==> src/rtl/wp_cmd_detect.sv <==
module wp_cmd_detect #(
  parameter int ADDR_W = 15,
  parameter int DATA_W = 8,
  parameter int PAGE_BYTES = 128,
  parameter int GAP_CYC = 20000,
  parameter bit INIT_PROT = 1'b0,
  parameter logic [ADDR_W-1:0] CMD_A = 15'h5555,
  parameter logic [ADDR_W-1:0] CMD_B = 15'h2AAA,
  parameter logic [DATA_W-1:0] K_UNLK1 = 8'hAA,
  parameter logic [DATA_W-1:0] K_UNLK2 = 8'h55,
  parameter logic [DATA_W-1:0] K_ARM = 8'hA0,
  parameter logic [DATA_W-1:0] K_ERASE = 8'h80,
  parameter logic [DATA_W-1:0] K_OFF = 8'h20
) (
  input  logic              clk,
  input  logic              rst_n,
  input  logic              ld_stb,
  input  logic [ADDR_W-1:0] ld_addr,
  input  logic [DATA_W-1:0] ld_data,
  input  logic              prog_done,
  output logic              ld_pass,
  output logic              prot_on
);
  localparam int CW = $clog2(PAGE_BYTES + 1);
  localparam int GW = $clog2(GAP_CYC + 1);
  localparam logic [CW-1:0] CNT_MAX = CW'(PAGE_BYTES);
  localparam logic [GW-1:0] GAP_LAST = GW'(GAP_CYC - 1);

  typedef enum logic [2:0] {
    IDLE, S1, S2, D3, D4, D5, OPEN
  } st_t;

  st_t st, st_nx;
  logic prot_q, pend_off;
  logic [CW-1:0] cnt;
  logic [GW-1:0] gap;

  wire on_a     = ld_addr == CMD_A;
  wire hit1     = on_a && ld_data == K_UNLK1;
  wire hit2     = ld_addr == CMD_B && ld_data == K_UNLK2;
  wire hit_arm  = on_a && ld_data == K_ARM;
  wire hit_er   = on_a && ld_data == K_ERASE;
  wire hit_off  = on_a && ld_data == K_OFF;
  wire mid_seq  = st != IDLE && st != OPEN;
  wire win_room = st == OPEN && cnt < CNT_MAX;
  wire arm_now  = ld_stb && st == S2 && hit_arm;
  wire off_now  = ld_stb && st == D5 && hit_off;
  wire close_w  = prog_done && st == OPEN;
  wire timeout  = !ld_stb && mid_seq && gap == GAP_LAST;

  assign ld_pass = ld_stb && (!prot_q || win_room);
  assign prot_on = prot_q;

  always_comb begin
    st_nx = st;
    unique case (st)
      IDLE:    st_nx = hit1 ? S1 : IDLE;
      S1:      st_nx = hit2 ? S2 : (hit1 ? S1 : IDLE);
      S2:      st_nx = hit_arm ? OPEN : hit_er ? D3 : hit1 ? S1 : IDLE;
      D3:      st_nx = hit1 ? D4 : IDLE;
      D4:      st_nx = hit2 ? D5 : (hit1 ? S1 : IDLE);
      D5:      st_nx = hit1 ? S1 : IDLE;
      OPEN:    st_nx = OPEN;
      default: st_nx = IDLE;
    endcase
  end

  always_ff @(posedge clk or negedge rst_n) begin
    if (!rst_n) begin
      st <= IDLE;
      gap <= '0;
    end else if (close_w) begin
      st <= IDLE;
      gap <= '0;
    end else if (ld_stb) begin
      st <= st_nx;
      gap <= '0;
    end else if (timeout) begin
      st <= IDLE;
      gap <= '0;
    end else if (mid_seq) begin
      gap <= gap + 1'b1;
    end
  end

  always_ff @(posedge clk or negedge rst_n) begin
    if (!rst_n) cnt <= '0;
    else if (arm_now) cnt <= '0;
    else if (ld_stb && win_room) cnt <= cnt + 1'b1;
  end

  always_ff @(posedge clk or negedge rst_n) begin
    if (!rst_n) begin
      prot_q <= INIT_PROT;
      pend_off <= 1'b0;
    end else if (arm_now) begin
      prot_q <= 1'b1;
      pend_off <= 1'b0;
    end else begin
      if (prog_done && pend_off) begin
        prot_q <= 1'b0;
        pend_off <= 1'b0;
      end
      if (off_now) pend_off <= 1'b1;
    end
  end


  open_pass_chk: assert property (@(posedge clk) disable iff (!rst_n)
    ld_stb && !prot_on |-> ld_pass);

  blocked_chk: assert property (@(posedge clk) disable iff (!rst_n)
    ld_pass && prot_on |-> st == OPEN);

  arm_open_chk: assert property (@(posedge clk) disable iff (!rst_n)
    arm_now && !prog_done |=> st == OPEN && prot_on);

  cnt_bound_chk: assert property (@(posedge clk) disable iff (!rst_n)
    cnt <= CNT_MAX);

  close_chk: assert property (@(posedge clk) disable iff (!rst_n)
    close_w |=> st == IDLE && prot_on);

  off_chk: assert property (@(posedge clk) disable iff (!rst_n)
    $fell(prot_on) |-> $past(prog_done));

  gap_bound_chk: assert property (@(posedge clk) disable iff (!rst_n)
    gap < GW'(GAP_CYC));
endmodule

==> config.mk <==
export PLATFORM = sky130hd
export DESIGN_NAME = wp_cmd_detect
export DESIGN_NICKNAME = d
export VERILOG_FILES = /design/src/rtl/wp_cmd_detect.sv
export SDC_FILE = /design/constraint.sdc
export NUM_CORES = 1
export LEC_CHECK = 0
export BUFFER_PORTS_ARGS = -buffer_cell sky130_fd_sc_hd__buf_4
export CAP_MARGIN = 10
export CORE_MARGIN = 5
export CORE_UTILIZATION = 59
export DETAILED_ROUTE_END_ITERATION = 7
export GPL_ROUTABILITY_DRIVEN = 0
export GPL_TIMING_DRIVEN = 0
export PLACE_DENSITY = 0.83
export SYNTH_ARGS = -nofsm -noshare
export SYNTH_HDL_FRONTEND = slang
export SYNTH_SLANG_ARGS = --single-unit
==> constraint.sdc <==
create_clock -name clk -period 4 [get_ports clk]
set_input_delay 0.4 -clock clk [delete_from_list [all_inputs] [get_ports clk]]
set_output_delay 0.4 -clock clk [all_outputs]
set_load 0.005 [all_outputs]
==> run metrics, run 1 <==
Num CTS Buffers=3; antenna violations before repair=0; Critical R2R Launch=gap[7]; post-DP HPWL=2993 um; DRT antenna net count=0; Setup Buffers After CTS=0; Initial Utilization=61.46%; internal reg-to-reg setup slack=1.76 ns; routed length per instance=15.73 um; biggest area consumer among synthesized cells=dfrtp_1; final wirelength=3933 um; register area share after synthesis=41.70%; most common cell after layout, fill and taps aside=buf_4; Post-DP Area=0.001929 mm^2; DRT met1 WL=1744 um; Core Rows=19; min-delay src=prog_done; initial DRC count=175; final design instance area without fill=0.001992 mm^2; CTS tree=done; Final WS setup=1.563 ns; clock root buffer=clkbuf_4; max cap viols=0; Slew @ Worst Pin=0.7705 ns; Hold Path End=pend_off; post-synthesis instance area=0.001680 mm^2; Port Buffers=28; vias per std cell=6.064; die area=0.004015 mm^2; Hold Path Stages=3; core area=0.002734 mm^2; Sink Count=28; vias in the first global route=1556; global-route wire length before repair=6969 um; period utilization=60.94%; post-synthesis cell count=186; Worst VDD drop=0.2584 mV; Worst-Skew Late Latency=0.33 ns; GR Util All Layers=20.80%; largest net degree at the start of global routing=29; synth top area cells=dfrtp_1 42%, xor2_1 8.3%, nor2_1 6.7%; most frequent cells in the layout=31 x buf_4, 30 x nor2_1, 28 x dfrtp_1; Vias=1516; Min Clock Period, post-route=2.437 ns; worst r2r path cells=6; final hold viol count=0; fin. max-slew vios=0; share of layout cells above drive strength 1=19.18%; Synth top area share=41.70%; Pleak=0.9212 nW; synthesized net count=215; Hold WC Path Type=in -> reg; Crit Reg-Reg Endpoint=gap[8]; TNS Setup=0 ns; I/O pin total=29; GRT Residual Overflow=0; Syn Area/Cell=9.034 um^2; Slew HR=48.24%; Top Layer Used=met4; htree depth=1; Setup Skew=0.005254 ns; Synth-to-Final Area Change=18.54%; Top FF cell, synth=dfrtp_1; async set-reset flop share out of synthesis=100.0%; Residual DRC=0; Net count, final=249; Worst EP required=3.60 ns; Setup Crit Path Kind=reg -> out; DIE WIDTH=63.37 um; Post-CTS Resized=0; flops & latches, synth=28; Antenna Cells=0; RSZ-0062 raised after global routing=no; die height=63.37 um; routed length on met2=1994 um; clk buf depth=2; PwrDens=259.8 mW/mm^2; Max Clock Freq=410.3 MHz; wire length on met3=158 um; Setup violations, final=0; crit path DAT=2.04 ns; CP Capture Type=primary output; post-synthesis cell type count=48; Post-synth EDFFs=0; Setup crit start kind=flip-flop; Synthesis Warnings=0; status=finished, final reports clean; Crit Path Max Fanout=10; dpl ws=1.797 ns; drt pass-1 iters=4; Worst-path clk slew=0.15 ns
-- sequential cells by signal, indices dropped and copies added (netlist names) --
| register | cells |
|---|---|
| gap | 15 |
| cnt | 8 |
| st | 3 |
| pend_off | 1 |
| prot_on | 1 |
-- how the worst max path moves through the flow --
stage / start / to / slack [ns] / cells past startpoint
after CTS: st[1] / ld_pass / 1.61 / 5
after floorplan: gap[7] / st[1] / 1.93 / 5
final: st[1] / ld_pass / 1.56 / 5
after global routing: st[1] / ld_pass / 1.39 / 5
after global placement: gap[7] / gap[7] / 1.82 / 6
after detailed placement: gap[7] / gap[8] / 1.80 / 6
-- final cells by class --
cell class	instances	area [um^2]
inverter	4	15.01
sequential	28	700.7
clock inverter	1	30.03
tap	31	38.79
clock buffer	3	22.52
multi-input combinational	148	929.6
timing repair buffer	29	220.2
fill	203	742.0
buffer	6	35.03
-- metal layers --
layer / track usage [%] / vias to the layer above
met5: 0 / -
met4: 5.195 / 0
met3: 3.375 / 4
met2: 34.77 / 40
met1: 27.94 / 740
li1: - / 732
-- cell families after synthesis --
group | after synthesis | synth area share (%)
buffers and inverters | 10 | 2.978
DFF | 28 | 41.70
adders and majority gates | 2 | 1.489
muxes | 1 | 0.5957
AOI/OAI and AO/OA | 19 | 7.819
and+or+nand+nor | 106 | 35.00
xor gates and xnor gates | 20 | 10.42
-- report_power, final --
part	switching (W)	total [W]	internal [W]
Clock	0.0000860	0.000187	0.000101
Combinational	0.0000231	0.0000470	0.0000238
Sequential	0.00000000000635	0.000283	0.000283
-- critical path, cell delays in order, from the launching register on --
cell	delay (ns)
dfrtp_1	0.36
buf_4	0.16
nand3b_1	0.20
nor3_1	0.65
o21bai_1	0.21
buf_4	0.13
-- cells in the mapped netlist, drive strengths merged (2+ instances only) --
master and instances:
nand2b 3, nand2 14, a21oi 3, nand4bb 2, and2 2, or4 2, xnor2 4, ha 2
buf 4, inv 4, nand3 8, a21o 2, or4bb 2, o21ai 4, nand4 11, nor4 3
nor2 30, dfrtp 28, xor2 16, nand4b 2, or3 2, o22ai 2, and3 5, and4 2
nor2b 2, nor4bb 2, o21bai 2, clkbuf 2, nor3 9
-- metrics by stage --
step	hold WS (ns)	cells	total power (W)	utilization [%]
floorplan	0.1044	186	0.0003004	-
global placement	0.3269	245	0.0003322	70.57
detailed placement	0.3377	245	0.0003342	70.57
CTS	0.3661	250	0.0005208	72.86
global route	0.3902	250	0.0005404	72.86
finish	0.3716	250	0.0005175	72.86
-- timing repair --
action / in CTS / in global routing
hold buffers: 1 / 0
endpoints found under the setup margin: 0 / 0
endpoints found under the hold margin: 28 / 0
Power figures use the tool's default switching activity.
==> run 2: changes to the inputs <==
--- a/config.mk
+++ b/config.mk
@@ -8,11 +8,11 @@
 export BUFFER_PORTS_ARGS = -buffer_cell sky130_fd_sc_hd__buf_4
 export CAP_MARGIN = 10
 export CORE_MARGIN = 5
-export CORE_UTILIZATION = 59
+export CORE_UTILIZATION = 50
 export DETAILED_ROUTE_END_ITERATION = 7
 export GPL_ROUTABILITY_DRIVEN = 0
 export GPL_TIMING_DRIVEN = 0
-export PLACE_DENSITY = 0.83
+export PLACE_DENSITY = 0.75
 export SYNTH_ARGS = -nofsm -noshare
 export SYNTH_HDL_FRONTEND = slang
 export SYNTH_SLANG_ARGS = --single-unit
==> constraint.sdc (replaced) <==
create_clock -name clk -period 2 [get_ports clk]
set_input_delay 0.2 -clock clk [delete_from_list [all_inputs] [get_ports clk]]
set_output_delay 0.2 -clock clk [all_outputs]
set_load 0.005 [all_outputs]
==> run 2 against run 1 <==
  * The run now ends with setup timing left
  * Count of clock-buffer cells in the layout unchanged
  * Worst hold slack got worse by 0.19 ns
  * Highest routed layer unchanged
  * Routed wire length increased by 2.3%
==> run metrics, run 2 (synthesis results as in run 1) <==
Worst EP required=2.24 ns (-1.36 ns); clk buf depth=2 (unchanged); Min Clock Period, post-route=2.060 ns; Crit Path Max Fanout=5 (-5); DIE WIDTH=67.97 um (+7.3%); DRT antenna net count=0 (unchanged); Slew HR=62.57% (+14 points); Sink Count=28 (unchanged); PwrDens=500.6 mW/mm^2 (+93%); die area=0.004620 mm^2 (+15%); Setup Skew=0.006500 ns (+0.001247 ns); vias per std cell=5.518 (-9.0%); post-DP HPWL=2996 um (+0.11%); GR Util All Layers=19.56% (-1.2 points); Slew @ Worst Pin=0.5563 ns (-0.2142 ns); Max Clock Freq=485.5 MHz; Largest Register=gap; Largest register FFs=15 (unchanged); Net count, final=256 (+2.8%); final wirelength=4025 um (+2.3%); Synth-to-Final Area Change=23.75%; Pleak=0.9613 nW (+4.4%); Worst VDD drop=0.3157 mV (+22%); Vias=1501 (-0.99%); CP Capture Type=flip-flop; htree depth=1 (unchanged); met2 usage=35.26% (+0.49 points); Regs by FF count=gap x15, cnt x8, st x3; share of layout cells above drive strength 1=22.57% (+3.4 points); slowest cell on the critical path=or4_1; I/O pin total=29 (unchanged); clock root buffer=clkbuf_4; global-route wire length before repair=6934 um (-0.50%); Antenna Cells=0 (unchanged); largest net degree at the start of global routing=29 (unchanged); status=finished with violations; CTS tree=done; slowest stage delay, CP=0.51 ns (-0.14 ns); vias in the first global route=1544 (-0.77%); GRT met1 Usage=24.64% (-3.3 points); critical path cell sequence=or4_1 -> or4_4 -> o2111ai_1 -> nand2b_1 -> a211o_1; Core Rows=21 (+2); drt pass-1 iters=4 (unchanged); final cell count without fillers=272 (+8.8%); Port Buffers=28 (unchanged); max cap viols=0 (unchanged); Hold WC Path Type=in -> reg; met3 GRT Util=3.284% (-0.091 points); Cells after DPL=260 (+6.1%); Worst-path clk slew=0.16 ns (about the same); RSZ-0062 raised after global routing=yes; routed length per instance=14.80 um (-5.9%); most common cell after layout, fill and taps aside=buf_4; period utilization=103.0%; Setup crit start kind=flip-flop; most used routing layer=met2; Worst-Skew Late Latency=0.33 ns (about the same); most frequent cells in the layout=37 x buf_4, 30 x nor2_1, 28 x dfrtp_1; core area=0.003284 mm^2 (+20%); Residual DRC=0 (unchanged); # fillers=289 (+42%); initial DRC count=126 (-28%); die height=67.97 um (+7.3%); Setup Crit Path Kind=reg -> reg; failing checks=setup timing; Post-DP Area=0.001948 mm^2 (+0.97%); Initial Utilization=51.16% (-10 points); antenna violations before repair=0 (unchanged); crit path DAT=2.30 ns (+0.26 ns); Num CTS Buffers=3 (unchanged); final design instance area without fill=0.002079 mm^2 (+4.4%); GRT Residual Overflow=0 (unchanged); Setup violations, final=4 (+4); fin. max-slew vios=0 (unchanged); Final WS setup=-0.05973 ns (-1.622 ns); final hold viol count=0 (unchanged); TNS Setup=-0.1128 ns (-0.1128 ns)
## run 2: final timing paths
path	from	end	slack [ns]	cells after the start
min in group asynchronous	rst_n	st[2]	0.29	2
hold / removal	prog_done	pend_off	0.18	3
setup / recovery	gap[12]	st[2]	-0.06	5
setup reg to reg	gap[12]	st[2]	-0.06	5
hold reg to reg	prot_on	prot_on	0.54	1
max in group asynchronous	rst_n	gap[7]	1.44	2
## run 2: critical path, delay by kind of cell, from the launching register on
family / cells / cell delay [ns]
AO/OA/AOI/OAI: 2 / 0.49
flip-flops: 1 / 0.41
AND/OR/NAND/NOR: 3 / 1.06
## run 2: per-layer routing
metal / vias up / part of all wire (%)
met4: 0 / 0.47
li1: 747 / -
met2: 31 / 52
met1: 721 / 43
met5: - / 0
met3: 2 / 3.7
## run 2: final cells by class
type / instances / area [um^2] / area share (%)
Sequential cell: 28 / 700.7 / 33.69
Buffer: 6 / 40.04 / 1.925
Clock buffer: 3 / 22.52 / 1.083
Multi-Input combinational cell: 148 / 940.9 / 45.25
Tap cell: 46 / 57.56 / 2.768
Inverter: 4 / 15.01 / 0.7220
Timing Repair Buffer: 36 / 272.8 / 13.12
Clock inverter: 1 / 30.03 / 1.444
## run 2: through the flow
step	utilization, %	power (W)	setup WS, ns	hold WS (ns)
finish	63.31	0.001041	-0.05973	0.1779
global route	63.31	0.001082	-0.1443	0.1763
CTS	63.09	0.001049	-0.05733	0.1694
detailed placement	59.31	0.0006691	-0.1745	0.1364
global placement	59.31	0.0006650	-0.06794	0.1267
floorplan	-	0.0006009	0.01156	-0.09559
## run 2: repair_timing
action | CTS | global route
endpoints found under the setup margin | 14 | 18
endpoints found under the hold margin | 28 | 0
pin swaps | 0 | 1
setup buffers | 6 | 1
hold buffers | 1 | 0
gates resized for setup | 5 | 0
## run 2: power breakdown
group	switching, W	total [W]	leakage [nW]	internal, W
clock network	0.000174	0.000376	0.0279	0.000203
logic	0.0000472	0.0000982	0.542	0.0000511
registers	0.00000000000808	0.000566	0.391	0.000566
==> run 3: changes to the inputs <==
--- a/config.mk
+++ b/config.mk
@@ -5,14 +5,15 @@
 export SDC_FILE = /design/constraint.sdc
 export NUM_CORES = 1
 export LEC_CHECK = 0
+export ABC_AREA = 1
 export BUFFER_PORTS_ARGS = -buffer_cell sky130_fd_sc_hd__buf_4
 export CAP_MARGIN = 10
 export CORE_MARGIN = 5
-export CORE_UTILIZATION = 50
+export CORE_UTILIZATION = 52
 export DETAILED_ROUTE_END_ITERATION = 7
 export GPL_ROUTABILITY_DRIVEN = 0
 export GPL_TIMING_DRIVEN = 0
-export PLACE_DENSITY = 0.75
+export PLACE_DENSITY = 0.76
 export SYNTH_ARGS = -nofsm -noshare
 export SYNTH_HDL_FRONTEND = slang
 export SYNTH_SLANG_ARGS = --single-unit
==> run 3 against run 2 <==
  * The run now ends clean
  * Setup slack improved by 0.33 ns
  * Maximum frequency increased by 19%
  * Via count increased by 33%
  * Critical path depth increased by 1
  * Final cell count increased by 50%
  * Utilization decreased by 0.60 points
  * Non-clock buffer count decreased by 10
  * Design area increased by 21%
  * Synthesized cell count increased by 75%
  * Combinational power increased by 29%
==> run metrics, run 3 <==
initial DRC count=98 (-22%); largest net degree at the start of global routing=29 (unchanged); Slew HR=72.27% (+9.7 points); Reg power frac=49.5% (-4.9 points); CP Capture Type=primary output; Critical R2R Launch=gap[5]; Regs by FF count=gap x15, cnt x8, st x3; Sw Pwr=0.0002613 W (+18%); internal reg-to-reg setup slack=0.43 ns (+0.49 ns); vias in the first global route=1985 (+29%); Top FF cell, synth=dfrtp_1; crit path DAT=1.53 ns (-0.77 ns); met3 GRT Util=3.378% (+0.094 points); most used routing layer=met2; sw frac=22.61% (+1.4 points); antenna violations before repair=0 (unchanged); fin. max-slew vios=0 (unchanged); most frequent cells in the layout=88 x nand2_1, 53 x inv_1, 52 x nor2_1; RSZ-0062 raised after global routing=no; post-synthesis cell count=325 (+75%); CTS tree=done; Antenna Cells=0 (unchanged); routed length per instance=10.71 um (-28%); final design instance area without fill=0.002509 mm^2 (+21%); post-synthesis cell type count=33 (-31%); Setup Skew=0.007746 ns (+0.001246 ns); combinational power share=11.0% (+1.6 points); drt pass-1 iters=4 (unchanged); global-route wire length before repair=8169 um (+18%); Syn Area/Cell=6.629 um^2 (-27%); Pleak=1.305 nW (+36%); post-DP HPWL=3538 um (+18%); Hold Path End=gap[4]; Core Rows=23 (+9.5%); Num CTS Buffers=3 (unchanged); Crit path buffers/inverters=3 (+3); clk buf depth=2 (unchanged); Largest Register=gap; Post-synth top cells=88 x nand2_1, 53 x inv_1, 52 x nor2_1, 28 x dfrtp_1, 28 x nand3_1; critical path cell sequence=inv_2 -> nand3_4 -> nor3_1 -> inv_1 -> o21ai_0 -> buf_4; Synthesis Warnings=0 (unchanged); vias per std cell=4.909 (-11%); min-delay src=ld_stb; hold_buf cts=1 (unchanged); I/O pin total=29 (unchanged); Sink Count=28 (unchanged); core area=0.004000 mm^2 (+22%); die area=0.005531 mm^2 (+20%); Worst EP required=1.80 ns (-0.44 ns); die height=74.37 um (+9.4%); GRT Residual Overflow=0 (unchanged); worst r2r path cells=8 (+3); Max Clock Freq=576.7 MHz (+19%); slowest cell on the critical path=dfrtp_1; htree depth=1 (unchanged); Post-DP Area=0.002427 mm^2 (+25%); Setup violations, final=0 (-4); Setup Buffers After CTS=0 (-6); hold slack=0.1353 ns (-0.04260 ns); max cap viols=0 (unchanged); Hold WC Path Type=in -> reg; status=finished, final reports clean; PwrDens=460.7 mW/mm^2 (-8.0%); Largest register FFs=15 (unchanged); Initial Utilization=53.86% (+2.7 points); Crit Reg-Reg Endpoint=gap[10]; synthesized net count=354 (+65%); period utilization=86.71% (-16 points); Residual DRC=0 (unchanged); Post-CTS Resized=0 (-5); final wirelength=4370 um (+8.6%); Synth top area share=32.52% (-9.2 points); Post-synth EDFFs=0 (unchanged); clock root buffer=clkbuf_8; Worst-path clk slew=0.10 ns (-0.06 ns); Net count, final=388 (+52%); register area share after synthesis=32.52% (-9.2 points); flops & latches, synth=28 (unchanged); Worst VDD drop=0.3910 mV (+24%); Worst-Skew Late Latency=0.28 ns (-0.05 ns); Port Buffers=28 (unchanged); most common cell after layout, fill and taps aside=nand2_1; Synth-to-Final Area Change=16.43%; Setup Crit Path Kind=reg -> out; Crit path max-delay family=flip-flops; met2 usage=32.39% (-2.9 points); Clock power frac=39.5% (+3.3 points); GR Util All Layers=18.18% (-1.4 points); Vias=2003 (+33%); post-synthesis instance area=0.002155 mm^2 (+28%); Crit Path Max Fanout=6 (+1); most frequent cell after synthesis=nand2_1; Slew @ Worst Pin=0.4132 ns (-0.1431 ns); final hold viol count=0 (unchanged); TNS Setup=0 ns (+0.1128 ns); biggest area consumer among synthesized cells=dfrtp_1; async set-reset flop share out of synthesis=100.0% (unchanged); cell-internal power=0.0008943 W (+9.0%); Min Clock Period, post-route=1.734 ns (-0.3256 ns); GRT met1 Usage=23.08% (-1.6 points); Setup crit start kind=flip-flop; DRT antenna net count=0 (unchanged); DIE WIDTH=74.37 um (+9.4%); Hold Path Stages=2 (-1); slowest stage delay, CP=0.43 ns (-0.08 ns); synth top area cells=dfrtp_1 33%, nand2_1 15%, inv_1 9.2%; share of layout cells above drive strength 1=15.92% (-6.6 points)
## run 3: worst max-delay path by stage
stage	endpoint	cells after the start	startpoint
after floorplan	st[1]	8	gap[5]
after global placement	cnt[2]	8	ld_addr[5]
after detailed placement	st[1]	8	gap[5]
after CTS	ld_pass	6	st[0]
after global routing	ld_pass	6	st[0]
final	ld_pass	6	st[0]
## run 3: layer usage
metal	part of all wire, %	wire length, um
met2	47	2048
met3	4.8	209
met4	0.78	34
met1	48	2077
met5	0	0
## run 3: cells by family (layout without fill, tap and decap cells)
logic type	count (synthesis)	count (layout)	share of synthesized area [%]
fa+ha+maj	2	2	1.161
simple gates	213	213	49.25
buf+inv	61	94	11.32
xor+xnor	3	3	1.220
compound gates	18	18	4.530
flops	28	28	32.52
## run 3: cell type report
cell class              count  area [um^2]
multi-input cells         236         1210
repair buffers             29        220.2
flip-flops and latches     28        700.7
clock inverters             1        30.03
well taps                  50        62.56
fillers                   374         1491
clock buffers               3        41.29
inverters                  58        220.2
plain buffers               3        23.77
## run 3: power groups by stage
stage / Clock [W] / Combinational (W) / Sequential (W)
detailed placement: 0 / 0.000127 / 0.000584
global placement: 0 / 0.000125 / 0.000583
floorplan: 0 / 0.0000535 / 0.000583
global route: 0.000490 / 0.000145 / 0.000573
finish: 0.000456 / 0.000127 / 0.000572
CTS: 0.000470 / 0.000129 / 0.000573
## run 3: worst reg2reg max path: stages, from the launching register on
cell	delay, ns
dfrtp_1	0.44
or2_1	0.26
nor3_2	0.24
nand4_4	0.12
nand2_4	0.12
inv_2	0.05
buf_6	0.14
nand2_1	0.07
nor2_1	0.04
## run 3: stage by stage
stage / total power [W] / setup slack [ns] / util (%) / instances
after floorplan: 0.0006365 / 0.5915 / - / 325
after global placement: 0.0007079 / 0.4595 / 60.68 / 403
after detailed placement: 0.0007107 / 0.4500 / 60.68 / 403
after CTS: 0.001172 / 0.2666 / 62.71 / 408
after global routing: 0.001208 / 0.09909 / 62.71 / 408
final: 0.001156 / 0.2659 / 62.71 / 408
